==> src/rtl/ptp_tick_timer.sv <==
module ptp_tick_timer #(
  parameter int DATA_W = 32,
  parameter int ADDR_W = 3,
  parameter int RUN_BIT = 2
) (
  input  logic              ref_clk,
  input  logic              rst_n,
  input  logic              wr_en,
  input  logic [ADDR_W-1:0] addr,
  input  logic [DATA_W-1:0] wr_data,
  output logic [DATA_W-1:0] rd_data,
  output logic              clk_out,
  output logic              pulse_a,
  output logic              pulse_b
);

  localparam int CNT_W = 2 * DATA_W;
  localparam int NCH   = 2;
  localparam logic [ADDR_W-1:0] A_CTRL  = ADDR_W'(0);
  localparam logic [ADDR_W-1:0] A_HI    = ADDR_W'(1);
  localparam logic [ADDR_W-1:0] A_LO    = ADDR_W'(2);
  localparam logic [ADDR_W-1:0] A_PRESC = ADDR_W'(3);
  localparam logic [ADDR_W-1:0] A_PER0  = ADDR_W'(4);

  logic [DATA_W-1:0] ctrl_q, presc_q, phase_q;
  logic [CNT_W-1:0]  cnt_q;
  logic [DATA_W-1:0] per_q [NCH];
  logic [DATA_W-1:0] dc_q  [NCH];
  logic [NCH-1:0]    pls_q;
  logic              en_d_q;

  wire run    = ctrl_q[RUN_BIT];
  wire start  = run && !en_d_q;
  wire wr_hi  = wr_en && addr == A_HI;
  wire wr_lo  = wr_en && addr == A_LO;
  wire wr_cnt = wr_hi || wr_lo;
  wire wide   = presc_q >= DATA_W'(2);

  always_ff @(posedge ref_clk or negedge rst_n) begin
    if (!rst_n) begin
      ctrl_q  <= '0;
      presc_q <= '0;
      en_d_q  <= 1'b0;
    end else begin
      en_d_q <= run;
      if (wr_en && addr == A_CTRL)  ctrl_q  <= wr_data;
      if (wr_en && addr == A_PRESC) presc_q <= wr_data;
    end
  end

  always_ff @(posedge ref_clk or negedge rst_n) begin
    if (!rst_n)     cnt_q <= '0;
    else if (wr_hi) cnt_q <= {wr_data, cnt_q[DATA_W-1:0]};
    else if (wr_lo) cnt_q <= {cnt_q[CNT_W-1:DATA_W], wr_data};
    else if (run)   cnt_q <= cnt_q + CNT_W'(1);
  end

  always_ff @(posedge ref_clk or negedge rst_n) begin
    if (!rst_n)
      phase_q <= '0;
    else if (run && wide)
      phase_q <= (phase_q >= presc_q - DATA_W'(1)) ? '0 : phase_q + DATA_W'(1);
  end

  assign clk_out = wide ? (phase_q < (presc_q >> 1)) : (run & ref_clk);

  for (genvar i = 0; i < NCH; i++) begin : g_pulse
    always_ff @(posedge ref_clk or negedge rst_n) begin
      if (!rst_n) begin
        per_q[i] <= '0;
        dc_q[i]  <= '0;
        pls_q[i] <= 1'b0;
      end else begin
        if (wr_en && addr == A_PER0 + ADDR_W'(i)) per_q[i] <= wr_data;
        if (!run) begin
          pls_q[i] <= 1'b0;
        end else if (start || dc_q[i] <= DATA_W'(1)) begin
          pls_q[i] <= !start && dc_q[i] == DATA_W'(1);
          dc_q[i]  <= per_q[i];
        end else begin
          pls_q[i] <= 1'b0;
          dc_q[i]  <= dc_q[i] - DATA_W'(1);
        end
      end
    end

    assert_reload_on_start_R8: assert property (@(posedge ref_clk) disable iff (!rst_n)
      start |=> dc_q[i] == $past(per_q[i]));
    assert_quiet_when_stopped_R11: assert property (@(posedge ref_clk) disable iff (!rst_n)
      (!run && !$past(run)) |-> !pls_q[i]);
    assert_dc_hold_when_stopped_R11: assert property (@(posedge ref_clk) disable iff (!rst_n)
      !$past(run) |-> dc_q[i] == $past(dc_q[i]));
  end

  assign pulse_a = pls_q[0];
  assign pulse_b = pls_q[1];

  always_comb begin
    case (addr)
      A_CTRL:                rd_data = ctrl_q;
      A_HI:                  rd_data = cnt_q[CNT_W-1:DATA_W];
      A_LO:                  rd_data = cnt_q[DATA_W-1:0];
      A_PRESC:               rd_data = presc_q;
      A_PER0:                rd_data = per_q[0];
      A_PER0 + ADDR_W'(1):   rd_data = per_q[1];
      default:               rd_data = '0;
    endcase
  end

  assert_count_step_R3: assert property (@(posedge ref_clk) disable iff (!rst_n)
    ($past(run) && !$past(wr_cnt)) |-> cnt_q == $past(cnt_q) + CNT_W'(1));
  assert_count_hold_R11: assert property (@(posedge ref_clk) disable iff (!rst_n)
    (!$past(run) && !$past(wr_cnt)) |-> cnt_q == $past(cnt_q));
  assert_phase_in_range_R6: assert property (@(posedge ref_clk) disable iff (!rst_n)
    (run && wide) |=> phase_q < $past(presc_q));
  assert_low_half_kept_R4: assert property (@(posedge ref_clk) disable iff (!rst_n)
    $past(wr_hi) |-> cnt_q[DATA_W-1:0] == $past(cnt_q[DATA_W-1:0]));

endmodule

==> config.mk <==
export PLATFORM = sky130hd
export DESIGN_NAME = ptp_tick_timer
export DESIGN_NICKNAME = d
export VERILOG_FILES = /design/src/rtl/ptp_tick_timer.sv
export SDC_FILE = /design/constraint.sdc
export NUM_CORES = 1
export LEC_CHECK = 0
export ABC_AREA = 1
export BUFFER_PORTS_ARGS = -buffer_cell sky130_fd_sc_hd__buf_2
export CORE_MARGIN = 2
export CORE_UTILIZATION = 50
export CTS_CLUSTER_SIZE = 20
export DETAILED_ROUTE_END_ITERATION = 6
export PLACE_DENSITY = 0.72
export SETUP_SLACK_MARGIN = 0.4
export SLEW_MARGIN = 20
export SYNTH_ARGS = -nofsm -noshare
export SYNTH_HDL_FRONTEND = slang
export SYNTH_SLANG_ARGS = --single-unit
==> constraint.sdc <==
create_clock -name ref_clk -period 5.5 [get_ports ref_clk]
set_input_delay 1.65 -clock ref_clk [delete_from_list [all_inputs] [get_ports ref_clk]]
set_output_delay 1.65 -clock ref_clk [all_outputs]
set_load 0.005 [all_outputs]
Word-level counts from Yosys, hierarchy flattened. Index checks and enable logic that the tools add are counted.

Register bits: 291. Output and inout port bits: 35. Bits of input ports: 38.

Muxes and demuxes: 12. Equal/unequal tests: 8. Add/sub/neg operators: 5. Reductions and logical operators: 19. Bitwise gates (word level): 2. $lt $le $gt $ge: 5.

Operators with widths (count): $mux W64 (3); $pmux W32 S6 (1); $mux W32 (3); $sub A32 B1 Y32 const B (3); $add A64 B1 Y64 const B (1); $eq A32 B1 Y1 const B (2); $le A32 B1 Y1 const B (2); $add A32 B1 Y32 const B (1); $ge A32 B2 Y1 const B (1); $ge A32 B32 Y1 (1); $lt A32 B31 Y1 (1); $logic_and A1 B1 Y1 (10); $eq A3 B2 Y1 const B (2); $eq A3 B3 Y1 const B (2); $mux W1 (5); $reduce_and A2 Y1 (2); $reduce_bool A2 Y1 (2); $eq A3 B1 Y1 const B (1); $logic_not A3 Y1 (1); $logic_not A1 Y1 (2); $logic_or A1 B1 Y1 (2); $ne A2 B2 Y1 const B (1); $and A1 B1 Y1 (1); $not A1 Y1 (1).

Depth between registers and ports, before layout. Gate-level depths: netlist of run 1.

Depth in word-level cells: 6. Depth in mapped cells: 22. Gate-level depth less buffers: 21.

==> impl_results.md, run 1 <==
* Yosys top cell by area: dfrtp_1
* MaxCap Viol Count at 0
* Sum of buffers and inverters on the critical path at 5
* Fraction of layout cells with a size suffix above 1 at 0.0809
* Layout net count at 3071
* Routed length per instance at 22.1 um
* Hold Path Origin: per_q[48]$_DFFE_PN0P_
* Dpl cell area at 20800 sq um
* Total Wirelength at 77700 um
* Syn_nets at 3037
* Top cell type's share of synthesized area at 0.363
* Vias per inst at 5.87
* Post-DRT Antenna Nets at 0
* Die height at 204 um
* Critical path arrival at 3430 ps
* Synthesized area at 20100 sq um
* Core box area at 39600 sq um
* Critical R2R Capture: phase_q[21]$_DFFE_PN0P_
* CP max FO at 14
* Hold Path End: per_q[48]$_DFFE_PN0P_
* RSZ-0062 raised after global routing: no
* DR vias at 20600
* Final min period at 5080 ps
* EDFF count, synth at 0
* Worst slew pin tran at 1200 ps
* Syn avg cell area at 6.85 sq um
* Cell Pwr Density at 442 nW/um^2
* CP delay by family, top: buffers and inverters
* CP Capture Type: output pin
* Die Area at 41700 sq um
* DRC violations left at 0
* Initial antenna violation count at 0
* Fraction of registers with async set/reset at 1.00
* WP data required at 3850 ps
* Pins Over Slew Limit at 0
* Pin count of the biggest net entering global routing at 119
* Number of DRC markers in iteration 0 at 2155
* Post-synth top flop: dfrtp_1
* Max Freq at 0.197 GHz
* Worst Hold Class: reg2reg
* First-pass GRT wire length at 117000 um
* Pre-antenna DRT Iters at 6
* Crit path top cell by count: buf_2
* Finished Core Util at 0.560
* Setup TNS at 0 ps
* Synth-to-Final Area Change at 10.7%
* # diodes at 0
* Crit path largest cell delay at 420 ps
* Vias in the first global route at 19500
* Row cnt at 73
* Setup Viol. Count Final at 0
* Post-Syn Instances at 2929
* WHS Path Cells at 2
* Critical path, cell by cell: buf_2 > inv_1 > nor3_4 > clkinvlp_4 > buf_4 > o22ai_1 > a21oi_1 > o211ai_1 > buf_2
* R2R setup slack at 1610 ps
* Clk slew on worst S/H paths at 60 ps
* CTS tree: built
* Period utilization at 0.923
* Clk_lat worst skew at 680 ps
* Initial core utilization at 0.506
* Slew headroom at 0.195
* Design area at 22200 sq um
* # IOs at 73
* Most frequent cell after synthesis: nand2_1
* Count of cell types in the netlist at 51
* Critical path type: in2out
* Warnings from Yosys at 0
* Final Hold Vio Count at 0
* Chip width at 204 um
* Gr usage total at 0.372
* Top post-synthesis cells by count: nand2_1, nor2_1, inv_1
* Port buffer count at 72
* Synth area leaders: dfrtp_1, nand2_1, nor2_1
* #FFs+latches synth at 291
* Slowest CP cell: nor3_4
* Status: completed
* Hpwl dp at 59400 um
* Max VDD drop at 0.257 mV
* Worst r2r src: presc_q[1]$_DFFE_PN0P_
* CP startpoint kind: input pin
* Reg2Reg Depth at 20
* Leakage power at 10.9 nW
* GP Congestion at 1.02
* GR Overflow Total at 0
* Sequential-to-total area share from yosys stat at 0.363
* Clock Skew at 16.8 ps
-- repair_timing --
action | in CTS | in global routing
resized for setup | 0 | 4
setup endpoints to repair | 0 | 27
setup buffers | 0 | 2
hold buffers | 0 | 0
-- power breakdown --
part	internal (mW)	switching [mW]	total, mW	leakage, nW
Clock	1.66	1.06	2.72	0.668
Sequential	2.75	0.992	3.75	3.66
Combinational	1.15	2.20	3.35	6.54
Total	5.57	4.25	9.82	10.9
-- layout by cell type, fill, tap and decap left out, types with 40 or more instances in the layout --
master,instances
nand2_1,849
nor2_1,348
inv_1,326
dfrtp_1,290
o21ai_0,219
nand3_1,188
a21oi_1,119
xor2_1,76
buf_2,71
ha_1,70
nand4_1,69
clkbuf_16,40
-- state kept, by name (all words and copies together) (netlist names) --
name and count:
pulse_b 1, per_q 64, dc_q 64, pulse_a 1, en_d_q 1, ctrl_q 32, presc_q 32, cnt_q 64
phase_q 32
-- layer usage --
layer / share of wire / vias up / GRT usage
li1: - / 9575 / -
met1: 0.40 / 9943 / 0.482
met2: 0.46 / 930 / 0.597
met3: 0.078 / 188 / 0.0655
met4: 0.058 / 0 / 0.193
met5: 0 / - / 0
-- area by class of cell --
class / count / area (sq um)
Clock buffer: 50 / 1110
Clock inverter: 20 / 248
Timing Repair inverter: 1 / 7.51
Fill cell: 3912 / 17400
Multi-Input combinational cell: 2197 / 11100
Sequential cell: 291 / 7280
Timing Repair Buffer: 91 / 553
Inverter: 341 / 1280
Tap cell: 525 / 657
-- worst register-to-register path, stage by stage, from the launching register on --
cell and delay (ps):
dfrtp_1 470, inv_1 160, nand3_1 140, nor2_2 160
nand2_2 120, nor2_2 230, nand2_1 150, nor2_2 180
nand2_1 110, nor2_1 140, xor2_1 110, ha_1 310
nand2_1 70, nor2_1 120, nand2_1 100, nor2_1 150
nand2_1 220, nand3_1 200, nand2_2 120, inv_2 370
nor2_1 120
-- metrics by stage --
| stage | setup WS, ps | total power, mW | hold slack (ps) | instances |
|---|---|---|---|---|
| after floorplan | 981 | 5.75 | 349 | 2929 |
| after global placement | 428 | 6.94 | 465 | 3444 |
| after detailed placement | 439 | 7.02 | 473 | 3444 |
| after CTS | 424 | 9.75 | 486 | 3513 |
| after global routing | 399 | 10.4 | 495 | 3516 |
| final | 422 | 9.82 | 484 | 3516 |
-- kinds of logic (layout without fill, tap and decap cells) --
family	Yosys count	in the layout	synth area share
buffers and inverters	441	503	0.0874
XOR/XNOR	103	103	0.0450
AND/OR/NAND/NOR	1553	1553	0.326
flip-flops	291	291	0.363
AO/OA/AOI/OAI	471	471	0.135
adder cells (fa/ha/maj)	70	70	0.0437
-- how the worst max path moves through the flow --
stage / startpoint / to / slack (ps) / cells after the start
floorplan: ref_clk / clk_out / 980 / 2
global placement: addr[2] / rd_data[4] / 430 / 8
detailed placement: addr[2] / rd_data[25] / 440 / 9
CTS: addr[2] / rd_data[25] / 420 / 9
global route: addr[2] / rd_data[4] / 400 / 9
finish: addr[2] / rd_data[4] / 420 / 9
Note: power is estimated with default switching activity, not from simulation.
==> inputs of run 2 (changes only) <==
--- a/config.mk
+++ b/config.mk
@@ -7,11 +7,14 @@
 export LEC_CHECK = 0
 export ABC_AREA = 1
 export BUFFER_PORTS_ARGS = -buffer_cell sky130_fd_sc_hd__buf_2
+export CELL_PAD_IN_SITES_DETAIL_PLACEMENT = 1
+export CELL_PAD_IN_SITES_GLOBAL_PLACEMENT = 1
 export CORE_MARGIN = 2
 export CORE_UTILIZATION = 50
+export CTS_BUF_LIST = sky130_fd_sc_hd__clkbuf_16
 export CTS_CLUSTER_SIZE = 20
 export DETAILED_ROUTE_END_ITERATION = 6
-export PLACE_DENSITY = 0.72
+export PLACE_DENSITY = 0.92
 export SETUP_SLACK_MARGIN = 0.4
 export SLEW_MARGIN = 20
 export SYNTH_ARGS = -nofsm -noshare
==> run 2 against run 1 <==
Combinational power is 8.7% higher. Maximum frequency is 2.8% higher. Sequential share of layout area is 0.28 points higher. Largest power group unchanged. Die area is the same. Total power up 1.6%. Clock power is 8.8% lower. Critical path depth fell by 4.
==> impl_results.md, run 2 (same netlist as run 1, synthesis figures left out) <==
* Synth-to-Final Area Change at 9.81%
* CTS tree: built
* Cell Count, Final, Fillers Out at 3518
* Combinational share of power at 0.365
* Final min period at 4950 ps
* Reg2Reg Depth at 19
* GP Congestion at 1.10
* Number of DRC markers in iteration 0 at 2402
* Critical path arrival at 3300 ps
* Clock Skew at 24.1 ps
* Critical path type: clk2out
* Hpwl dp at 72100 um
* Critical R2R Capture: phase_q[6]$_DFFE_PN0P_
* Clk_lat worst skew at 700 ps
* DRC violations left at 0
* GR Overflow Total at 0
* Post-DRT Antenna Nets at 0
* Row cnt at 73
* Dpl cells at 3447
* Setup Viol. Count Final at 0
* Design area at 22000 sq um
* Setup crit start: ref_clk
* Max Freq at 0.202 GHz
* Worst Hold Class: reg2reg
* Core box area at 39600 sq um
* MaxCap Viol Count at 0
* Fraction of layout cells with a size suffix above 1 at 0.0750
* Most common cell after layout, fill and taps aside: nand2_1
* Layout net count at 3071
* Pins Over Slew Limit at 0
* Internal cell power at 5.30 mW
* Pin count of the biggest net entering global routing at 108
* Gr usage total at 0.468
* Worst slew pin tran at 1140 ps
* Hold Path End: per_q[4]$_DFFE_PN0P_
* Cell Pwr Density at 453 nW/um^2
* Initial antenna violation count at 6
* Biggest regs: cnt_q: 64 flops, dc_q: 64 flops, per_q: 64 flops
* CTS Hold Bufs at 0
* # IOs at 73
* Total Wirelength at 97500 um
* DR vias at 22400
* R2R setup slack at 780 ps
* Net Sw Frac at 0.469
* Setup TNS at 0 ps
* Commonest non-fill, non-tap cells in the layout: nand2_1, nor2_1, inv_1
* Worst r2r src: presc_q[1]$_DFFE_PN0P_
* Port buffer count at 72
* Pre-antenna DRT Iters at 6
* Pwr Total at 9.98 mW
* CP max FO at 2
* CP startpoint kind: clock port
* Vias per inst at 6.37
* Switching power total at 4.68 mW
* Final worst slack at 552 ps
* First-pass GRT wire length at 144000 um
* Clk slew on worst S/H paths at 60 ps
* Die Area at 41700 sq um
* WP data required at 3850 ps
* RSZ-0062 raised after global routing: no
* Finished Core Util at 0.555
* WHS Path Cells at 2
* Max VDD drop at 0.276 mV
* Sequential Power Share at 0.387
* Routed length per instance at 27.7 um
* Hold slack at 492 ps
* Dpl cell area at 20800 sq um
* Post-CTS sizing at 0
* Slew headroom at 0.234
* Period utilization at 0.900
* CP Capture Type: output pin
* Die height at 204 um
* Status: completed
* Vias in the first global route at 23100
* Leakage power at 10.8 nW
* Hold Path Origin: per_q[4]$_DFFE_PN0P_
* Chip width at 204 um
* Power share of the clock group at 0.248
* Final Hold Vio Count at 0
* Postcts setup bufs at 0
* Initial core utilization at 0.506
* Placement Setup Slack at 661 ps
[run 2: cell count changes in the layout (fill, tap and decap cells not counted), moves of 2 or more]
cell,previous run,this run
clkinvlp_4,5,2
inv_1,326,338
inv_6,3,1
clkbuf_1,2,0
clkinv_2,9,6
bufinv_16,5,2
diode_2,0,6
clkinv_1,1,4
clkbuf_8,7,0
buf_4,17,19
[run 2: per-layer routing]
layer	vias up	wire [um]	track usage
met3	446	9290	0.119
met5	-	9	0
met1	11100	37000	0.569
met4	2	7740	0.339
li1	9555	-	-
met2	1279	43400	0.722
[run 2: worst max-delay path, stage by stage]
cell	delay (ps)
clkbuf_16	130
clkbuf_16	130
nand3_1	70
nand2_1	80
buf_2	130
[run 2: area by class of cell]
type	count	area [sq um]
sequential	291	7280
fill	5230	17600
inverter	341	1280
antenna	6	15.0
multi-input combinational	2197	11100
clock inverter	26	198
tap	525	657
clock buffer	40	981
timing repair buffer	92	548
[run 2: how the worst max path moves through the flow]
stage / endpoint / cells past startpoint
after floorplan: clk_out / 2
after global placement: rd_data[22] / 10
final: clk_out / 5
after detailed placement: rd_data[22] / 10
after CTS: clk_out / 5
after global routing: rd_data[26] / 10
[run 2: power groups by stage]
stage          combinational, mW  sequential, mW  clock, mW
2_1_floorplan               2.43            3.31  0.0000183
3_3_place_gp                3.21            3.77  0.0000228
3_5_place_dp                3.46            3.80  0.0000227
4_1_cts                     3.55            3.78       2.46
5_1_grt                     4.01            3.88       2.55
6_report                    3.64            3.86       2.48
